===== src/rtl/hsbtn_pkg.sv =====
package hsbtn_pkg;
  typedef enum logic [1:0] {
    DB_BYPASS = 2'b00,
    DB_DIV1   = 2'b01,
    DB_DIV2   = 2'b10,
    DB_DIV4   = 2'b11
  } db_sel_e;

  localparam int unsigned DIV_W   = 2;
  localparam int unsigned N_AGREE = 8;
endpackage


===== src/rtl/hsbtn_sync.sv =====
module hsbtn_sync #(
  parameter int unsigned W = 2
) (
  input  logic         clk_i,
  input  logic         rst_ni,
  input  logic [W-1:0] d_i,
  output logic [W-1:0] q_o
);
  logic [W-1:0] s1_q, s2_q;

  always_ff @(posedge clk_i or negedge rst_ni) begin
    if (!rst_ni) begin
      s1_q <= '0;
      s2_q <= '0;
    end else begin
      s1_q <= d_i;
      s2_q <= s1_q;
    end
  end

  assign q_o = s2_q;
endmodule


===== src/rtl/hsbtn_sampler.sv =====
module hsbtn_sampler
  import hsbtn_pkg::*;
#(
  parameter int unsigned CNT_W = DIV_W
) (
  input  logic    clk_i,
  input  logic    rst_ni,
  input  logic    tick_i,
  input  db_sel_e sel_i,
  input  logic    restart_i,
  output logic    sample_o
);
  logic [CNT_W-1:0] cnt_q;
  logic [CNT_W-1:0] mask;

  always_comb begin
    unique case (sel_i)
      DB_DIV2: mask = CNT_W'(1);
      DB_DIV4: mask = CNT_W'(3);
      default: mask = '0;
    endcase
  end

  assign sample_o = tick_i && (sel_i != DB_BYPASS) && !restart_i &&
                    ((cnt_q & mask) == mask);

  always_ff @(posedge clk_i or negedge rst_ni) begin
    if (!rst_ni) begin
      cnt_q <= '0;
    end else if (restart_i || sel_i == DB_BYPASS) begin
      cnt_q <= '0;
    end else if (tick_i) begin
      cnt_q <= cnt_q + CNT_W'(1);
    end
  end
endmodule


===== src/rtl/hsbtn_filter.sv =====
module hsbtn_filter #(
  parameter int unsigned N_RUN = 8
) (
  input  logic clk_i,
  input  logic rst_ni,
  input  logic bypass_i,
  input  logic restart_i,
  input  logic sample_i,
  input  logic level_i,
  output logic level_o,
  output logic rise_o
);
  localparam int unsigned CW = $clog2(N_RUN + 1);
  localparam logic [CW-1:0] LAST = CW'(N_RUN - 1);

  logic          lvl_q, lvl_d;
  logic [CW-1:0] run_q, run_d;

  always_comb begin
    lvl_d = lvl_q;
    run_d = run_q;
    if (bypass_i) begin
      lvl_d = level_i;
      run_d = '0;
    end else if (restart_i) begin
      run_d = '0;
    end else if (sample_i) begin
      if (level_i != lvl_q) begin
        if (run_q == LAST) begin
          lvl_d = level_i;
          run_d = '0;
        end else begin
          run_d = run_q + CW'(1);
        end
      end else begin
        run_d = '0;
      end
    end
  end

  always_ff @(posedge clk_i or negedge rst_ni) begin
    if (!rst_ni) begin
      lvl_q <= 1'b0;
      run_q <= '0;
    end else begin
      lvl_q <= lvl_d;
      run_q <= run_d;
    end
  end

  assign level_o = lvl_q;
  assign rise_o  = lvl_d & ~lvl_q;
endmodule


===== src/rtl/hsbtn_flag.sv =====
module hsbtn_flag (
  input  logic clk_i,
  input  logic rst_ni,
  input  logic set_i,
  input  logic clr_i,
  output logic flag_o
);
  logic flag_q;

  // set outranks clear so a press coinciding with a read survives
  always_ff @(posedge clk_i or negedge rst_ni) begin
    if (!rst_ni) flag_q <= 1'b0;
    else         flag_q <= set_i | (flag_q & ~clr_i);
  end

  assign flag_o = flag_q;
endmodule


===== src/rtl/hsbtn_detect.sv =====
module hsbtn_detect
  import hsbtn_pkg::*;
(
  input  logic       clk_i,
  input  logic       rst_ni,
  input  logic       tick_ms_i,
  input  logic       btn_raw_i,
  input  logic       hs_raw_i,
  input  logic [1:0] db_sel_i,
  input  logic       stat_rd_i,
  output logic       btn_db_o,
  output logic       press_flag_o,
  output logic       hs_det_o
);
  logic [1:0] raw_vec, sync_vec;
  db_sel_e    sel, sel_q;
  logic       restart, sample, rise;

  assign raw_vec = {hs_raw_i, btn_raw_i};
  assign sel     = db_sel_e'(db_sel_i);

  hsbtn_sync #(.W(2)) u_sync (
    .clk_i (clk_i),
    .rst_ni(rst_ni),
    .d_i   (raw_vec),
    .q_o   (sync_vec)
  );

  always_ff @(posedge clk_i or negedge rst_ni) begin
    if (!rst_ni) sel_q <= DB_BYPASS;
    else         sel_q <= sel;
  end

  assign restart = (sel != sel_q);

  hsbtn_sampler #(.CNT_W(DIV_W)) u_sampler (
    .clk_i    (clk_i),
    .rst_ni   (rst_ni),
    .tick_i   (tick_ms_i),
    .sel_i    (sel),
    .restart_i(restart),
    .sample_o (sample)
  );

  hsbtn_filter #(.N_RUN(N_AGREE)) u_filter (
    .clk_i    (clk_i),
    .rst_ni   (rst_ni),
    .bypass_i (sel == DB_BYPASS),
    .restart_i(restart),
    .sample_i (sample),
    .level_i  (sync_vec[0]),
    .level_o  (btn_db_o),
    .rise_o   (rise)
  );

  hsbtn_flag u_flag (
    .clk_i (clk_i),
    .rst_ni(rst_ni),
    .set_i (rise),
    .clr_i (stat_rd_i),
    .flag_o(press_flag_o)
  );

  assign hs_det_o = sync_vec[1];
endmodule


===== config.mk =====
export PLATFORM = sky130hd
export DESIGN_NAME = hsbtn_detect
export DESIGN_NICKNAME = d
export VERILOG_FILES = /design/src/rtl/hsbtn_pkg.sv /design/src/rtl/hsbtn_sync.sv /design/src/rtl/hsbtn_sampler.sv /design/src/rtl/hsbtn_filter.sv /design/src/rtl/hsbtn_flag.sv /design/src/rtl/hsbtn_detect.sv
export SDC_FILE = /design/constraint.sdc
export NUM_CORES = 1
export LEC_CHECK = 0
export ABC_AREA = 1
export BUFFER_PORTS_ARGS = -buffer_cell sky130_fd_sc_hd__buf_2
export CAP_MARGIN = 20
export CORE_AREA = 2 2 39 41
export CTS_BUF_LIST = sky130_fd_sc_hd__clkbuf_4 sky130_fd_sc_hd__clkbuf_8
export CTS_CLUSTER_DIAMETER = 200
export DETAILED_ROUTE_END_ITERATION = 10
export DIE_AREA = 0 0 41 43
export GPL_TIMING_DRIVEN = 0
export PLACE_DENSITY = 0.69
export SYNTH_ARGS = -nofsm -noshare
export SYNTH_HDL_FRONTEND = slang
export SYNTH_SLANG_ARGS = --single-unit

===== constraint.sdc =====
create_clock -name clk_i -period 1.4 [get_ports clk_i]
set_clock_uncertainty 0.15 [all_clocks]
set_input_delay 0.28 -clock clk_i [delete_from_list [all_inputs] [get_ports clk_i]]
set_output_delay 0.28 -clock clk_i [all_outputs]
set_load 0.01 [all_outputs]

==> results.md, run 1 <==
- Total power divided by cell area: 931.8 nW/um^2
- Crit. End Element: register
- Yosys warning total: 0
- Final global-route overflow total: 0
- Largest incremental delay on the critical path: 0.39 ns
- Syn Inst Count: 70
- Fmax: 733.9 MHz
- Gp weighted congestion: ~0.72
- Global-route total usage across every layer: 16.58%
- H-tree Lvls: 1
- Status: finished, final reports clean
- Pins Over Slew Limit: 0
- Die outline width: 41 um
- Cell internal pwr: about 560 uW
- 1st-iter DRT viols: 17
- Share of the core filled with cells: 57.87%
- Routed Antenna Nets: 0
- Area growth from synthesis to layout: 26.48%
- Initial antenna violation count: 0
- Final critical-path share of the clock period: between 90% and 100%
- Sw frac: 24.89%
- Count of clock tree sinks: 14
- TritonCTS clock tree: built
- WP data arrival: 1.41 ns
- Comb pwr share: around 14%
- Via count of the first global-routing pass: 507
- Slew Limit Headroom: 75.35%
- Source-to-sink clock delay at the later pin of the worst-skew pair: 0.27 ns
- Vertical die dimension: 43 um
- Worst Path Required: approximately 1.5 ns
- DR vias/cell: 4.829
- Unrepaired setup endpoints after global routing: yes
- Startpoint Class: register
- Worst-margin pin slew: 0.3672 ns
- Total count of hold-check failures in the final report: 0
- Post-synth design cell area: 633.1 sq um
- Flop and latch count out of synthesis: 14
- Worst min-delay path category: in -> reg
- Placement row count: 14
- Remaining DRCs: 0
- Kind of cell adding the most delay to the critical path: simple AND/OR/NAND/NOR gates
- Drt pass-1 iters: 6
- Count of cell types in the netlist: 19
- Largest driver fanout on the critical path: 3
- Power dissipated by switching net loads: 185.7 uW
- Critical-path top delay cell: sky130_fd_sc_hd__dfrtp_1
- Detailed-placement wirelength estimate: 752.7 um
- Deepest clock path buffer count: 2
- Count of boundary I/O pins: 11
- Number of nets produced by synthesis: 79
- Total length of routed wires: about 1.1 mm
- Vias after detailed routing: roughly 500
- Number of buffers inserted during clock tree synthesis: 3
- Layout cell share with drive strength beyond 1: 31.46%
- Number of nets in the final layout: 100
- Clock Root Buffer: sky130_fd_sc_hd__clkbuf_4
- Crit path kind: reg -> reg
- Diodes inserted: 0
- Worst path buffer plus inverter count: 0
- Final critical path time including I/O delays and setup: 1.363 ns
- Total negative setup slack: 0 ns
- Portion of total power attributed to the clock network: between 20 and 30%
- Leak pwr: 0.0004369 uW
- Initial Utilization: 45.75%
- Die Area: 1763 sq um
- Number of maximum-capacitance violations: 0
- Proportion of synthesized chip area in sequential cells: 55.34%
- Count of buffers from port buffering: 10
- Count of final setup violators: 0
- Core region area: 1384 sq um
- Cell-by-cell listing of the critical path: ha_2 > nand2_4 > nor2_4 > nand4_1 > nand2_2 > nand2_1 > o21ai_1
- Part of the total power dissipated in sequential elements: 57.7%
- Maximum resistive drop on vdd: 0.6228 mV
- Wire length of the first global-routing pass: about 1.9 mm
- Avg Cell Area, Syn: 9.044 sq um
- Pin count of the biggest net entering global routing: 15
- Clock slew at reported path FFs: ~0.08 ns
- Post-DR wirelength/cell: about 11 um
[cells by family after synthesis]
| kind of cell | synth area share [%] |
|---|---|
| and+or+nand+nor | 28.46 |
| xor gates and xnor gates | 2.767 |
| DFF | 55.34 |
| adders and majority gates | 1.976 |
| AOI/OAI and AO/OA | 4.544 |
| buffers and inverters | 6.918 |
[path summary, 6_finish.rpt]
kind	startpoint	endpoint	slack, ns	depth (start not counted)
max in group asynchronous	rst_ni	u_filter.run_q[2]	0.58	2
worst max-delay path	u_filter.run_q[1]	u_filter.level_o	0.04	7
worst min register to register	u_sync.s1_q[1]	u_sync.q_o[1]	0.21	0
min in group asynchronous	rst_ni	u_sync.q_o[1]	0.29	2
worst min-delay path	db_sel_i[0]	sel_q[0]	0.02	1
worst max register to register	u_filter.run_q[1]	u_filter.level_o	0.04	7
[metrics by stage]
step                cells  power, uW  setup WS (ns)  hold WS (ns)  instance area, sq um
floorplan              70      490.5         0.1268       -0.1656                 633.1
global placement       96      524.8       0.002009       0.03546                 703.2
detailed placement     96      527.9       -0.02838       0.03767                 703.2
CTS                   103      751.6       0.001625       0.01369                 763.2
global route          105      788.1       -0.07666       0.01862                 800.8
finish                105      746.1        0.03739       0.02070                 800.8
[repair_timing]
action                                  in CTS  in global routing
resized for setup                            0                  9
setup buffers                                1                  2
pin swaps                                    1                  4
endpoints found under the setup margin       2                  4
endpoints found under the hold margin       16                  0
hold buffers                                 3                  0
[worst reg2reg max path, cell delays in order, from the launching register on]
cell                      delay (ns)
sky130_fd_sc_hd__dfrtp_1        0.39
sky130_fd_sc_hd__ha_2           0.21
sky130_fd_sc_hd__nand2_4        0.06
sky130_fd_sc_hd__nor2_4         0.13
sky130_fd_sc_hd__nand4_1        0.11
sky130_fd_sc_hd__nand2_2        0.10
sky130_fd_sc_hd__nand2_1        0.05
sky130_fd_sc_hd__o21ai_1        0.08
[placed cells by master, fill, tap and decap left out, types with 3 or more instances in the layout]
cell / count
sky130_fd_sc_hd__buf_2: 10
sky130_fd_sc_hd__buf_4: 3
sky130_fd_sc_hd__clkbuf_4: 3
sky130_fd_sc_hd__dfrtp_1: 14
sky130_fd_sc_hd__dlygate4sd3_1: 3
sky130_fd_sc_hd__inv_1: 10
sky130_fd_sc_hd__nand2_1: 16
sky130_fd_sc_hd__nand3_1: 7
sky130_fd_sc_hd__o21ai_1: 3
[power groups by stage]
stage	clock network (uW)	logic, uW	registers (uW)
2_1_floorplan	0	48.2	442
3_3_place_gp	0	85.8	439
3_5_place_dp	0	88.4	440
4_1_cts	224	97.2	431
5_1_grt	240	115	433
6_report	215	100	431
[registers in the layout, indices dropped and copies added, names as in the netlist]
name / count
sel_q: 2
u_sync.s1_q: 2
u_sampler.cnt_q: 2
u_flag.flag_o: 1
u_filter.run_q: 4
u_sync.q_o: 2
u_filter.level_o: 1
[final cells by class]
class	instances	area [sq um]
timing repair buffer	16	102.6
inverter	11	43.79
multi-input combinational	45	261.5
fill	120	583.1
clock buffer	3	22.52
tap	16	20.02
sequential	14	350.3
[Yosys cell counts]
master                    number  area, sq um
sky130_fd_sc_hd__inv_4         1        6.260
sky130_fd_sc_hd__ha_1          1        12.51
sky130_fd_sc_hd__a31o_2        1        8.760
sky130_fd_sc_hd__nor2_1        4        15.01
sky130_fd_sc_hd__nor2_4        1        11.26
sky130_fd_sc_hd__o21ai_0       2        10.01
sky130_fd_sc_hd__xnor2_1       2        17.52
sky130_fd_sc_hd__or2_2         1        6.260
sky130_fd_sc_hd__nand4_1       2        12.51
sky130_fd_sc_hd__o21ai_1       1        5.000
sky130_fd_sc_hd__dfrtp_1      14        350.3
sky130_fd_sc_hd__nand2_2       1        6.260
sky130_fd_sc_hd__a21oi_1       1        5.000
sky130_fd_sc_hd__nand3_2       1        10.01
sky130_fd_sc_hd__nand3_1       7        35.03
sky130_fd_sc_hd__nand2_4       1        11.26
sky130_fd_sc_hd__inv_1        10        37.54
sky130_fd_sc_hd__nand2_1      18        67.56
sky130_fd_sc_hd__nor3_1        1        5.000
[per-layer routing]
| metal | track usage, % | wire length, um | up-vias |
|---|---|---|---|
| li1 | - | - | 264 |
| met1 | 20.28 | 460 | 230 |
| met2 | 24.69 | 591 | 11 |
| met3 | 4.712 | 37 | 2 |
| met4 | 10.00 | 14 | 0 |
| met5 | 0 | 0 | - |
Note: power is estimated with default switching activity, not from simulation.
==> run 2, diff against run 1 <==
clock period = 1.5 ns   (was 1.4 ns; I/O delays follow)
==> results.md, run 2 (same netlist as run 1, synthesis figures left out) <==
- Status: finished, final reports clean
- Count of final setup violators: 0 (unchanged)
- Source-to-sink clock delay at the later pin of the worst-skew pair: 0.27 ns (about the same)
- Clock slew at reported path FFs: 0.08 ns (about the same)
- Post-DR wirelength/cell: 10.08 um (-4.1%)
- Pin count of the biggest net entering global routing: 15 (unchanged)
- 1st-iter DRT viols: 26 (+9)
- Initial Utilization: 45.75% (unchanged)
- Worst path buffer plus inverter count: 0 (unchanged)
- Largest driver fanout on the critical path: 4 (+1)
- Critical path depth in cells: 7 (unchanged)
- Total negative setup slack: 0 ns (unchanged)
- Critical-path top delay cell: sky130_fd_sc_hd__dfrtp_1
- Vias after detailed routing: 505 (-0.39%)
- Global-route total usage across every layer: 16.48% (-0.10 points)
- Clock Root Buffer: sky130_fd_sc_hd__clkbuf_4
- Total length of routed wires: 1.048 mm (-5.0%)
- Largest incremental delay on the critical path: 0.40 ns (about the same)
- Crit. End Element: register
- Number of buffers inserted during clock tree synthesis: 3 (unchanged)
- FILL cells: 122 (+1.7%)
- Fmax: 740.7 MHz (+0.92%)
- Slew Limit Headroom: 78.62% (+3.3 points)
- Count of buffers from port buffering: 10 (unchanged)
- Detailed-placement wirelength estimate: 752.7 um (unchanged)
- Number of maximum-capacitance violations: 0 (unchanged)
- Most used cells in the layout excluding fill and tap cells: sky130_fd_sc_hd__nand2_1, sky130_fd_sc_hd__dfrtp_1, sky130_fd_sc_hd__inv_1, sky130_fd_sc_hd__buf_2, sky130_fd_sc_hd__nand3_1
- Worst path most repeated cell: sky130_fd_sc_hd__nand2_2
- Kind of cell adding the most delay to the critical path: simple AND/OR/NAND/NOR gates
- Worst Path Required: 1.55 ns (+0.10 ns)
- Cell-by-cell listing of the critical path: ha_2 > nand2_2 > nor2_4 > nand4_1 > nand2_2 > nand2_1 > o21ai_1
- Die outline width: 41 um (unchanged)
- TritonCTS clock tree: built
- Deepest clock path buffer count: 2 (unchanged)
- Worst min-delay path category: in -> reg
- Final critical path time including I/O delays and setup: 1.350 ns (-0.01246 ns)
- Area occupied by multi-input gates: 254.0 sq um (-2.9%)
- Register ranked first by flip-flop count: u_filter.run_q
- Final critical-path share of the clock period: 90.01% (-7.3 points)
- Diodes inserted: 0 (unchanged)
- WP data arrival: 1.40 ns (about the same)
- Most common cell after layout, fill and taps aside: sky130_fd_sc_hd__nand2_1
- Final Power: 695.0 uW (-6.9%)
- Minimum setup slack in the final design: 0.1498 ns (+0.1125 ns)
- Startpoint Class: register
- Pins Over Slew Limit: 0 (unchanged)
- Remaining DRCs: 0 (unchanged)
- Storage element area: 350.3 sq um (unchanged)
- Vertical die dimension: 43 um (unchanged)
- Wire length of the first global-routing pass: 1.897 mm (-0.73%)
- Routed Antenna Nets: 0 (unchanged)
- Layout cell share with drive strength beyond 1: 29.55% (-1.9 points)
- Number of cells on the worst hold path: 1 (unchanged)
- Final global-route overflow total: 0 (unchanged)
- Area growth from synthesis to layout: 24.11%
- Gp weighted congestion: 0.7242 (unchanged)
- Core region area: 1384 sq um (unchanged)
- Count of clock tree sinks: 14 (unchanged)
- Worst-margin pin slew: 0.3185 ns (-0.04871 ns)
- Placement row count: 14 (unchanged)
- Maximum resistive drop on vdd: 0.5805 mV (-6.8%)
- Number of nets in the final layout: 99 (-1.0%)
- H-tree Lvls: 1 (unchanged)
- Register-to-Register Path Depth: 7 (unchanged)
- Max FFs per register: 4 (unchanged)
- Unrepaired setup endpoints after global routing: no
- Drt pass-1 iters: 4 (-2)
- Die Area: 1763 sq um (unchanged)
- Leak pwr: 0.0004167 uW (-4.6%)
- Count of boundary I/O pins: 11 (unchanged)
- DR vias/cell: 4.856 (+0.56%)
- Total count of hold-check failures in the final report: 0 (unchanged)
- Worst Setup Slack post-DPL: 0.07162 ns (+0.1000 ns)
- Crit path kind: reg -> reg
- Initial antenna violation count: 0 (unchanged)
- Total power divided by cell area: 884.5 nW/um^2 (-5.1%)
- Via count of the first global-routing pass: 501 (-1.2%)
==> run 2: cell count changes in the layout (fill, tap and decap cells not counted) <==
cell,previous run,this run
sky130_fd_sc_hd__nand2_4,2,1
sky130_fd_sc_hd__nor2_2,1,0
sky130_fd_sc_hd__buf_4,3,2
sky130_fd_sc_hd__nand2_2,2,3
sky130_fd_sc_hd__nor2_1,2,3
==> run 2: final timing paths <==
check / slack [ns] / end / from
max reg2reg: 0.15 / u_filter.level_o / u_filter.run_q[0]
min in group asynchronous: 0.31 / u_sync.q_o[1] / rst_ni
min reg2reg: 0.21 / u_sync.q_o[1] / u_sync.s1_q[1]
max: 0.15 / u_filter.level_o / u_filter.run_q[0]
max in group asynchronous: 0.66 / u_filter.run_q[2] / rst_ni
min: 0.04 / sel_q[0] / db_sel_i[0]
==> run 2: metrics by stage <==
| step | hold slack [ns] | instances | cell area [sq um] | utilization, % |
|---|---|---|---|---|
| global placement | 0.05546 | 96 | 703.2 | 50.81 |
| global route | 0.03862 | 104 | 785.8 | 56.78 |
| floorplan | -0.1456 | 70 | 633.1 | - |
| detailed placement | 0.05767 | 96 | 703.2 | 50.81 |
| CTS | 0.03369 | 102 | 755.7 | 54.61 |
| finish | 0.03940 | 104 | 785.8 | 56.78 |
==> run 2: power breakdown <==
group | switching, uW | internal, uW
sequential | 9.23 | 393
combinational | 55.2 | 35.8
clock | 109 | 92.9
total | 173 | 522
==> run 2: final cells by class <==
cell class	instances	share of cell area (%)
clock buffers	3	2.866
inverters	11	5.573
multi-input cells	45	32.32
flip-flops and latches	14	44.59
well taps	16	2.548
repair buffers	15	12.10
==> run 2: per-layer routing <==
metal / GRT usage (%) / wire, um / part of all wire [%]
met1: 20.28 / 462 / 44
met2: 24.38 / 540 / 52
met3: 4.712 / 31 / 3.0
met4: 10.00 / 14 / 1.3
met5: 0 / 0 / 0
==> run 2: repair_timing <==
item	4_1_cts	5_1_grt
gates resized for setup	0	7
setup endpoints to repair	0	4
hold buffers	3	0
buffers inserted	0	2
hold endpoints to repair	16	0
==> run 2: worst reg2reg max path: cells and delay by family, from the launching register on <==
kind                       cells  cell delay (ns)
and+or+nand+nor                5             0.45
DFF                            1             0.40
adders and majority gates      1             0.20
AOI/OAI and AO/OA              1             0.07
